<file path="src/rtl/apwm_pkg.sv">
package apwm_pkg;
  localparam int ADDR_W = 2;
  localparam int CTRL_W = 16;
  localparam int MODE_BIT = 9;
  localparam int RUN_BIT = 4;

  typedef enum logic [ADDR_W-1:0] {
    SEL_COUNT  = 2'd0,
    SEL_CTRL   = 2'd1,
    SEL_PERIOD = 2'd2,
    SEL_CMP    = 2'd3
  } apwm_sel_e;
endpackage

</file>
<file path="src/rtl/apwm_regs.sv">
module apwm_regs
  import apwm_pkg::*;
#(
  parameter int CNT_W = 32
) (
  input  logic                clk,
  input  logic                rst_n,
  input  logic                wr_en,
  input  logic [ADDR_W-1:0]   wr_addr,
  input  logic [CNT_W-1:0]    wr_data,
  output logic                mode_on,
  output logic                run_on,
  output logic [CNT_W-1:0]    prd_shadow,
  output logic [CNT_W-1:0]    cmp_shadow,
  output logic                cnt_load,
  output logic [CNT_W-1:0]    cnt_value
);
  logic [CTRL_W-1:0] ctrl_q;
  apwm_sel_e         sel;

  assign sel = apwm_sel_e'(wr_addr);

  always_ff @(posedge clk or negedge rst_n) begin
    if (!rst_n) begin
      ctrl_q     <= '0;
      prd_shadow <= '0;
      cmp_shadow <= '0;
    end else if (wr_en) begin
      case (sel)
        SEL_CTRL:   ctrl_q     <= wr_data[CTRL_W-1:0];
        SEL_PERIOD: prd_shadow <= wr_data;
        SEL_CMP:    cmp_shadow <= wr_data;
        default:    ;
      endcase
    end
  end

  assign mode_on   = ctrl_q[MODE_BIT];
  assign run_on    = ctrl_q[RUN_BIT];
  assign cnt_load  = wr_en && (sel == SEL_COUNT);
  assign cnt_value = wr_data;


  shadow_only_on_sel_chk: assert property (@(posedge clk) disable iff (!rst_n)
    !(wr_en && sel == SEL_PERIOD) |=> $stable(prd_shadow));
endmodule

</file>
<file path="src/rtl/apwm_counter.sv">
module apwm_counter #(
  parameter int CNT_W = 32
) (
  input  logic             clk,
  input  logic             rst_n,
  input  logic             run,
  input  logic             cnt_load,
  input  logic [CNT_W-1:0] cnt_value,
  input  logic [CNT_W-1:0] prd_shadow,
  input  logic [CNT_W-1:0] cmp_shadow,
  output logic [CNT_W-1:0] cnt,
  output logic [CNT_W-1:0] prd_act,
  output logic [CNT_W-1:0] cmp_act
);
  logic at_end;
  logic rollover;

  assign at_end   = (cnt == prd_act);
  assign rollover = run && !cnt_load && at_end;

  always_ff @(posedge clk or negedge rst_n) begin
    if (!rst_n) begin
      cnt     <= '0;
      prd_act <= '0;
      cmp_act <= '0;
    end else if (cnt_load) begin
      cnt <= cnt_value;
    end else if (run) begin
      if (at_end) begin
        cnt     <= '0;
        prd_act <= prd_shadow;
        cmp_act <= cmp_shadow;
      end else begin
        cnt <= cnt + CNT_W'(1);
      end
    end
  end


  hold_when_stopped_chk: assert property (@(posedge clk) disable iff (!rst_n)
    (!run && !cnt_load) |=> $stable(cnt));

  step_by_one_chk: assert property (@(posedge clk) disable iff (!rst_n)
    (run && !cnt_load && cnt != prd_act) |=> cnt == CNT_W'($past(cnt) + CNT_W'(1)));

  wrap_to_zero_chk: assert property (@(posedge clk) disable iff (!rst_n)
    (run && !cnt_load && cnt == prd_act) |=> cnt == '0);

  active_only_at_wrap_chk: assert property (@(posedge clk) disable iff (!rst_n)
    !rollover |=> ($stable(prd_act) && $stable(cmp_act)));

  direct_load_chk: assert property (@(posedge clk) disable iff (!rst_n)
    cnt_load |=> cnt == $past(cnt_value));
endmodule

</file>
<file path="src/rtl/apwm_outgen.sv">
module apwm_outgen #(
  parameter int CNT_W = 32
) (
  input  logic             enable,
  input  logic [CNT_W-1:0] cnt,
  input  logic [CNT_W-1:0] cmp_act,
  output logic             pwm
);
  always_comb begin
    pwm = enable && (cnt < cmp_act);
  end
endmodule

</file>
<file path="src/rtl/aux_pwm_timer.sv">
module aux_pwm_timer
  import apwm_pkg::*;
#(
  parameter int CNT_W = 32
) (
  input  logic              clk,
  input  logic              rst_n,
  input  logic              wr_en,
  input  logic [ADDR_W-1:0] wr_addr,
  input  logic [CNT_W-1:0]  wr_data,
  output logic              pwm_o,
  output logic [CNT_W-1:0]  count_o
);
  logic             mode_on, run_on, cnt_load;
  logic [CNT_W-1:0] prd_shadow, cmp_shadow, cnt_value;
  logic [CNT_W-1:0] cnt, prd_act, cmp_act;

  apwm_regs #(.CNT_W(CNT_W)) u_regs (
    .clk        (clk),
    .rst_n      (rst_n),
    .wr_en      (wr_en),
    .wr_addr    (wr_addr),
    .wr_data    (wr_data),
    .mode_on    (mode_on),
    .run_on     (run_on),
    .prd_shadow (prd_shadow),
    .cmp_shadow (cmp_shadow),
    .cnt_load   (cnt_load),
    .cnt_value  (cnt_value)
  );

  apwm_counter #(.CNT_W(CNT_W)) u_counter (
    .clk        (clk),
    .rst_n      (rst_n),
    .run        (run_on),
    .cnt_load   (cnt_load),
    .cnt_value  (cnt_value),
    .prd_shadow (prd_shadow),
    .cmp_shadow (cmp_shadow),
    .cnt        (cnt),
    .prd_act    (prd_act),
    .cmp_act    (cmp_act)
  );

  apwm_outgen #(.CNT_W(CNT_W)) u_outgen (
    .enable  (mode_on && run_on),
    .cnt     (cnt),
    .cmp_act (cmp_act),
    .pwm     (pwm_o)
  );

  assign count_o = cnt;


  low_when_disabled_chk: assert property (@(posedge clk) disable iff (!rst_n)
    !(mode_on && run_on) |-> !pwm_o);

  low_on_zero_cmp_chk: assert property (@(posedge clk) disable iff (!rst_n)
    (cmp_act == '0) |-> !pwm_o);

  high_at_zero_chk: assert property (@(posedge clk) disable iff (!rst_n)
    (mode_on && run_on && cnt == '0 && cmp_act != '0) |-> pwm_o);
endmodule

</file>
<file path="config.mk">
export PLATFORM = sky130hd
export DESIGN_NAME = aux_pwm_timer
export DESIGN_NICKNAME = d
export VERILOG_FILES = /design/src/rtl/apwm_pkg.sv /design/src/rtl/apwm_regs.sv /design/src/rtl/apwm_counter.sv /design/src/rtl/apwm_outgen.sv /design/src/rtl/aux_pwm_timer.sv
export SDC_FILE = /design/constraint.sdc
export NUM_CORES = 1
export LEC_CHECK = 0
export ABC_AREA = 1
export BUFFER_PORTS_ARGS = -buffer_cell sky130_fd_sc_hd__buf_2
export CORE_MARGIN = 8
export CORE_UTILIZATION = 55
export CTS_CLUSTER_DIAMETER = 40
export CTS_CLUSTER_SIZE = 12
export DETAILED_ROUTE_END_ITERATION = 16
export GPL_TIMING_DRIVEN = 0
export HOLD_SLACK_MARGIN = 0.06
export PLACE_DENSITY = 0.7
export SETUP_SLACK_MARGIN = 0.2
export SLEW_MARGIN = 20
export SYNTH_ARGS = -nofsm -noshare
export SYNTH_HDL_FRONTEND = slang
export SYNTH_SLANG_ARGS = --single-unit
</file>
<file path="constraint.sdc">
create_clock -name clk -period 2.5 [get_ports clk]
set_clock_uncertainty 0.2 [all_clocks]
set_input_delay 0.5 -clock clk [delete_from_list [all_inputs] [get_ports clk]]
set_output_delay 0.5 -clock clk [all_outputs]
set_load 0.01 [all_outputs]
</file>
# Yosys cells after proc, flatten, opt, wreduce, memory -nomap -nowiden

Cells that the tools add are included.

Memory bits (writable): 0
Bits in latches: 0
Flip-flop bits (word level): 170
Input port bits: 37
Logic and storage cells: 25
Output and inout bits: 33
Memories: 0
ROM bits: 0

$mul: 0
Shift operators: 0
Bitwise operators: 1
Add/sub/neg operators: 1
Equal/unequal tests: 4
Mux-type cells: 3
Divide/modulo/power cells: 0
Reductions and logical operators: 9
Magnitude comparators: 1

Operators with widths:

| operator              | number |
|---|---|
| $mux 32               | 3 |
| $add 32x1->32 const B | 1 |
| $eq 32x32->1          | 1 |
| $lt 32x32->1          | 1 |
| $reduce_and 2->1      | 3 |
| $eq 2x2->1 const B    | 2 |
| $logic_and 1x1->1     | 3 |
| $reduce_and 3->1      | 1 |
| $eq 2x1->1 const B    | 1 |
| $logic_not 2->1       | 1 |
| $reduce_bool 2->1     | 1 |
| $not 1->1             | 1 |

# Depth between registers and ports, before layout

Gate-level depths: netlist (run 1).

Word-level depth: 4
Mapped depth: 11
Mapped depth without buffers: 11

# Modules after synthesis

A second synthesis (run 1) with hierarchy kept.

Cell total of the unflattened synthesis: 1125
Area total of the unflattened synthesis: 9202.6 um^2

Modules (own cells, without submodules):

| module        | area each (um^2) | times used | seq. area each (um^2) | cells each |
|---|---|---|---|---|
| apwm_counter  | 5396.4           | 1          | 2402.3                | 659 |
| apwm_regs     | 2964.1           | 1          | 1651.6                | 331 |
| apwm_outgen   | 834.6            | 1          | 0.0                   | 133 |
| aux_pwm_timer | 7.5              | 1          | 0.0                   | 2 |

# Worst setup path after synthesis (run 1)

Ideal clock, no wire load.

Path kind: flip-flop to output port
From: reg u_counter.cnt[27]
To: out pwm_o
Required time: 1800 ps
Arrival: 1420 ps
Path slack: 380 ps
Stages on the path, launching flop included: 9
Path buffers: 0
Cell sequence: dfrtp_1 ha_1 a21oi_1 o21ai_0 nand2_1 nand3_1 nor2_1 nand2_1 a21oi_1

Word-level cells in the longest chain between the ends: 2

RTL lines:

| what                     | line                | text |
|---|---|---|
| start: declaration       | apwm_counter.sv:11  | `output logic [CNT_W-1:0] cnt,` |
| start signal: assignment | apwm_counter.sv:27  | `cnt <= cnt_value;` |
| start signal: assignment | apwm_counter.sv:34  | `cnt <= cnt + CNT_W'(1);` |
| $lt 32x32->1             | apwm_outgen.sv:10   | `pwm = enable && (cnt < cmp_act);` |
| $logic_and 1x1->1        | apwm_outgen.sv:10   |  |
| end: declaration         | aux_pwm_timer.sv:11 | `output logic pwm_o,` |

Every way passes these cells.

# Worst setup path in the final report (run 1)

Same ends and word-level chain as after synthesis.

==> results of run 1 <==
layer usage:
layer | global-route usage | up-vias | part of all wire
li1 | - | 3930 | -
met1 | 0.3525 | 3874 | 0.43
met2 | 0.4283 | 308 | 0.47
met3 | 0.04787 | 66 | 0.068
met4 | 0.1123 | 0 | 0.035
met5 | 0 | - | 0
sequential cells by signal, indices dropped and copies added (netlist names):
register	count
u_counter.cnt	32
u_counter.prd_act	32
u_counter.cmp_act	32
u_regs.prd_shadow	32
u_regs.ctrl_q	2
u_regs.cmp_shadow	32
final cells by class:
| class | count | area, µm² |
|---|---|---|
| clock buffers | 23 | 478.0 |
| multi-input cells | 799 | 4111 |
| clock inverters | 9 | 81.33 |
| well taps | 220 | 275.3 |
| inverters | 156 | 585.6 |
| plain buffers | 51 | 457.9 |
| fillers | 1485 | 5648 |
| flip-flops and latches | 162 | 4086 |
| repair buffers | 94 | 565.5 |
repair_timing:
item	CTS	global route
setup buffers	17	6
endpoints found under the setup margin	1	91
pin swaps	9	6
resized for setup	40	19
hold buffers	1	0
endpoints found under the hold margin	76	0
kinds of logic (layout without fill, tap and decap cells):
group                      Yosys count  in the layout  share of synthesized area
AOI/OAI and AO/OA                  117            117                    0.06813
xor gates and xnor gates            38             38                    0.03691
adders and majority gates           32             32                    0.04440
buffers and inverters              207            333                     0.1149
DFF                                162            162                     0.4496
and+or+nand+nor                    612            612                     0.2861
worst min-delay path, delay by kind of cell:
| kind | cells | cell delay, ns |
|---|---|---|
| buffers and inverters | 2 | 0.17 |
| AO/OA/AOI/OAI | 1 | 0.09 |
path summary, 6_finish.rpt:
path	startpoint	end	slack, ns	cells after the start
worst max-delay path	u_counter.cnt[27]	pwm_o	-0.22	9
worst min-delay path	wr_data[6]	u_regs.cmp_shadow[6]	0.17	3
worst max register to register	u_counter.cnt[23]	u_counter.cmp_act[31]	0.30	10
worst min register to register	u_counter.cmp_act[11]	u_counter.cmp_act[11]	0.27	2
max in group asynchronous	rst_n	u_counter.cnt[20]	0.84	3
min in group asynchronous	rst_n	u_counter.cmp_act[2]	0.40	2
Yosys cell counts, drive strengths merged:
cell type and number:
nand4 67, o21a 1, nand2 414, clkbuf 21, buf 30, ha 32
a21oi 14, xnor2 21, nor4 1, dfrtp 162, nor3 3, inv 156
o22ai 21, o21ai 81, nand3 49, xor2 17, nor2 78
stage by stage:
stage / total power [mW] / hold WS, ns / setup TNS (ns) / setup WS, ns / cell area, µm²
final: 8.782 / 0.1710 / -0.2205 / -0.2205 / 10640
after global routing: 9.296 / 0.1777 / -0.3303 / -0.3303 / 10640
after CTS: 8.663 / 0.1579 / -0.2452 / -0.2452 / 10520
after detailed placement: 5.832 / 0.2582 / -0.1856 / -0.1856 / 9676
after global placement: 5.755 / 0.2543 / -294.25 / -1.825 / 9638
after floorplan: 4.928 / 0.004409 / 0 / 0.3798 / 9017
placed cells by master (no fill, tap or decap), types with 17 or more instances in the layout:
cell / n
nand4_1: 67
clkbuf_1: 19
nand3_1: 48
dfrtp_2: 26
o21ai_0: 80
buf_4: 24
ha_1: 24
xor2_1: 17
clkbuf_16: 17
dfrtp_1: 136
buf_2: 77
o22ai_1: 21
nand2_1: 403
nor2_1: 67
xnor2_1: 18
inv_1: 149
report_power, final:
group	switching [mW]	internal [mW]
Clock	1.08	1.44
Combinational	1.72	1.14
Sequential	0.401	3.00
==> metrics.cfg, run 1 <==
[outcome]
status=complete, but fails checks
violations=setup timing

[yosys]
syn-instance-count=1168
yosysTopAreaCellShare=0.4496
synth_cell_types=27
synth_fp_nets=1237
avgSynthCellArea_um2=7.720
ys_warn_count=0
synth_area_um2=9017
synth.top_cells.by_area=dfrtp_1 (45%), nand2_1 (17%), inv_1 (6.2%), nand4_1 (4.6%), o21ai_0 (4.5%)
seq_area_frac_synth=0.4496
ys_ff_latch=162
post-synth-top-area-cell=dfrtp_1

[timing]
slew_violations=0
max_slew_margin=0.5416
setup_viol=1
setup_ws_ns=-0.2205
fin_crit_ns=2.720
hold_viol=0
worst_pin_slew_ns=0.6857
rsz0062_at_grt=yes
timing.final.crit_share=1.088
fmax_mhz=367.6

[critical_path]
cp.required_ns=1.80
worstPathMaxFanout=2
startpoint_type=flip-flop
endpoint_kind=output port
slowest_delay_ns=0.44
cp_cell_sequence=ha_4 > a21oi_1 > o21ai_1 > nand2_1 > nand3_1 > nor2_2 > nand2_2 > a21oi_2 > buf_2
cp_slowest_cell=dfrtp_2
critPathBufInv=1
critical_path_class=reg2out
cpLargestDelayFamily=flip-flops
cp.arrival_ns=2.02

[placement]
port_buffers=69
dp_hpwl_um=18770
dp.cells=1458
globalplace.congestion=0.9304

[global_routing]
grtUsageTotal=0.2678
overflow=0
grt_max_degree=87
grt_pass1_wl_um=41790
first_global_vias=7837
antenna_found_initial=0

[min_path]
hold_path.class=in2reg

[clock_network]
clk_latency_ns=0.44
cts_buffer_depth=2
path_clk_slew_ns=0.06
cts_tree=done
cts_max_level=4
clock-sinks=162
cts-root-buf=clkbuf_16
cts_made_buffers=17

[die]
die_w_um=144.0
chipHeight_um=144.0
dieArea_um2=20750
num_io_pins=70
core_area_um2=16290
num_rows=47
start_util=0.5536

[layout]
drive_above_1_share=0.1770
num_antenna_cells=0
areaGrowthSynthToFinish_pct=18.01
final_cell_count_no_fill=1514
finalCoreUtilization=0.6533
nets=1350

[routing]
drt_iter0_markers=803
wl_per_cell_um=17.36
vias_per_cell=5.402
first_pass_iters=5
vias=8178
ant_nets=0
drc=0
drt_wl_total_um=26290

[power_and_ir_drop]
leakage_nw=5.398
powerDensity_nw_per_um2=825.3
vdd_drop_max_uv=515.2

[flow_run]
max_cap_viol_count=0

(Power assumes the default switching activity.)
==> inputs of run 2 (changes only) <==
--- a/constraint.sdc
+++ b/constraint.sdc
@@ -4,2 +4,2 @@
 set_output_delay 0.5 -clock clk [all_outputs]
-set_load 0.01 [all_outputs]
+set_load 0.05 [all_outputs]
==> run 2 against run 1 <==
Register-to-register slack lost 0.15 ns. Global-route usage shrank 0.47 points. The run still ends with setup timing left. Clock power grew 8%.
==> metrics.cfg, run 2 (same netlist as run 1, synthesis figures left out) <==
[outcome]
status=complete, but fails checks
violations=setup timing

[layout]
layout_common_cells=nand2_1 (373), inv_1 (144), dfrtp_1 (131)
finalCoreUtilization=0.7054
ff_latch_area_um2=4095
areaGrowthSynthToFinish_pct=27.43
fill_cells=1326
multiInputGateArea_um2=4363
layout_commonest_cell=nand2_1
drive_above_1_share=0.2368
final_cell_area_um2=11490
final_cell_count_no_fill=1546
num_antenna_cells=0
nets=1383

[placement]
dp.cells=1458
dpl-instance-area_um2=9866
dp_hpwl_um=18640
globalplace.congestion=0.9180
port_buffers=69

[routing]
drt_iter0_markers=821
drt_wl_total_um=28540
vias=8511
wl_per_cell_um=18.46
vias_per_cell=5.505
first_pass_iters=5
drc=0
ant_nets=0

[global_routing]
first_global_vias=7684
grt-busiest-layer=met2
met3_usage=0.04820
antenna_found_initial=0
grt_max_degree=91
grtUsageTotal=0.2631
grt_pass1_wl_um=41260
overflow=0
met2_usage=0.4231
met1_usage=0.3546

[die]
dieArea_um2=20750
num_io_pins=70
core_area_um2=16290
start_util=0.5536
num_rows=47
die_w_um=144.0
chipHeight_um=144.0

[timing]
fin_crit_ns=2.734
slew_violations=0
worst_pin_slew_ns=0.7178
rsz0062_at_grt=yes
max_slew_margin=0.5215
timing.final.crit_share=1.094
fmax_mhz=365.8
setup_viol=1
setup_ws_ns=-0.2339
hold_viol=0
setup_tns_ns=-0.2339

[clock_network]
cts_max_level=4
cts-root-buf=clkbuf_16
clk_latency_ns=0.44
cts_made_buffers=17
clock-sinks=162
cts_tree=done
cts_buffer_depth=2
path_clk_slew_ns=0.07

[min_path]
whs_path_depth=3
hold_path.class=in2reg

[critical_path]
r2r_slack_ns=0.15
cp_cell_sequence=ha_4 > a21oi_1 > nand2_1 > nand2_1 > nand2_2 > nand2_2 > nand2_4 > a21oi_4 > buf_6
crit_path_end=pwm_o
cp_slowest_cell=dfrtp_2
slowest_delay_ns=0.44
critical_path_class=reg2out
critPathBufInv=1
ff2ff_path_depth=11
endpoint_kind=output port
crit_cells=9
timing.rr.start=u_counter.cnt[15]
cp.required_ns=1.80
startpoint_type=flip-flop
worstPathMaxFanout=2
cpLargestDelayFamily=flip-flops
worstReg2RegEnd=u_counter.prd_act[31]
cp.arrival_ns=2.03
cp-startpoint=u_counter.cnt[3]

[power_and_ir_drop]
powerDensity_nw_per_um2=858.4
leakage_nw=5.722
vdd_drop_max_uv=558.8
post-layout-total-power_mw=9.864

[flow_run]
max_cap_viol_count=0

## run 2: cell type report
type / instances / share of cell area
plain buffers: 51 / 0.04312
clock buffers: 17 / 0.03702
clock inverters: 14 / 0.01568
inverters: 156 / 0.05118
multi-input cells: 800 / 0.3797
flip-flops and latches: 162 / 0.3564
well taps: 220 / 0.02395
repair buffers: 126 / 0.09299
## run 2: how the worst min path moves through the flow
stage                                       to  slack [ns]                  from
after floorplan           u_counter.cmp_act[0]       0.004                 rst_n
after global placement    u_counter.cmp_act[1]        0.25  u_counter.cmp_act[1]
after detailed placement  u_counter.cmp_act[1]        0.26  u_counter.cmp_act[1]
after CTS                     u_counter.cnt[8]        0.11            wr_data[8]
after global routing          u_counter.cnt[8]        0.14            wr_data[8]
final                         u_counter.cnt[8]        0.13            wr_data[8]
## run 2: worst register-to-register path: stages, from the launching register on
cell	delay [ns]
dfrtp_4	0.49
buf_4	0.19
xnor2_2	0.20
nand2_1	0.12
nor2_1	0.12
nand2_1	0.10
nor2_4	0.17
buf_4	0.16
nand3_4	0.16
buf_12	0.22
nand2_2	0.05
nand2_1	0.06
## run 2: what timing repair did
action                                  4_1_cts  5_1_grt
hold buffers                                  1        0
endpoints found under the hold margin        72        0
cloned                                        0       14
pin swaps                                    11      121
endpoints found under the setup margin        1       91
resized for setup                            21       77
setup buffers                                18       24
## run 2: where the power goes
group          switching [mW]  internal (mW)  total (mW)  leakage (nW)
combinational            2.43           1.30        3.73          3.36
clock                    1.13           1.58        2.72         0.284
sequential              0.409           3.01        3.42          2.08
total                    3.97           5.89        9.86          5.72
## run 2: through the flow
step	hold slack, ns	setup WS, ns
3_3_place_gp	0.2540	-2.322
3_5_place_dp	0.2592	-0.1309
2_1_floorplan	0.004409	0.1922
6_report	0.1315	-0.2339
5_1_grt	0.1366	-0.2964
4_1_cts	0.1116	-0.2645
## run 2: metal layers
layer / vias up / share of wire
li1: 4006 / -
met1: 4062 / 0.42
met2: 379 / 0.47
met3: 64 / 0.080
met4: 0 / 0.026
met5: - / 0
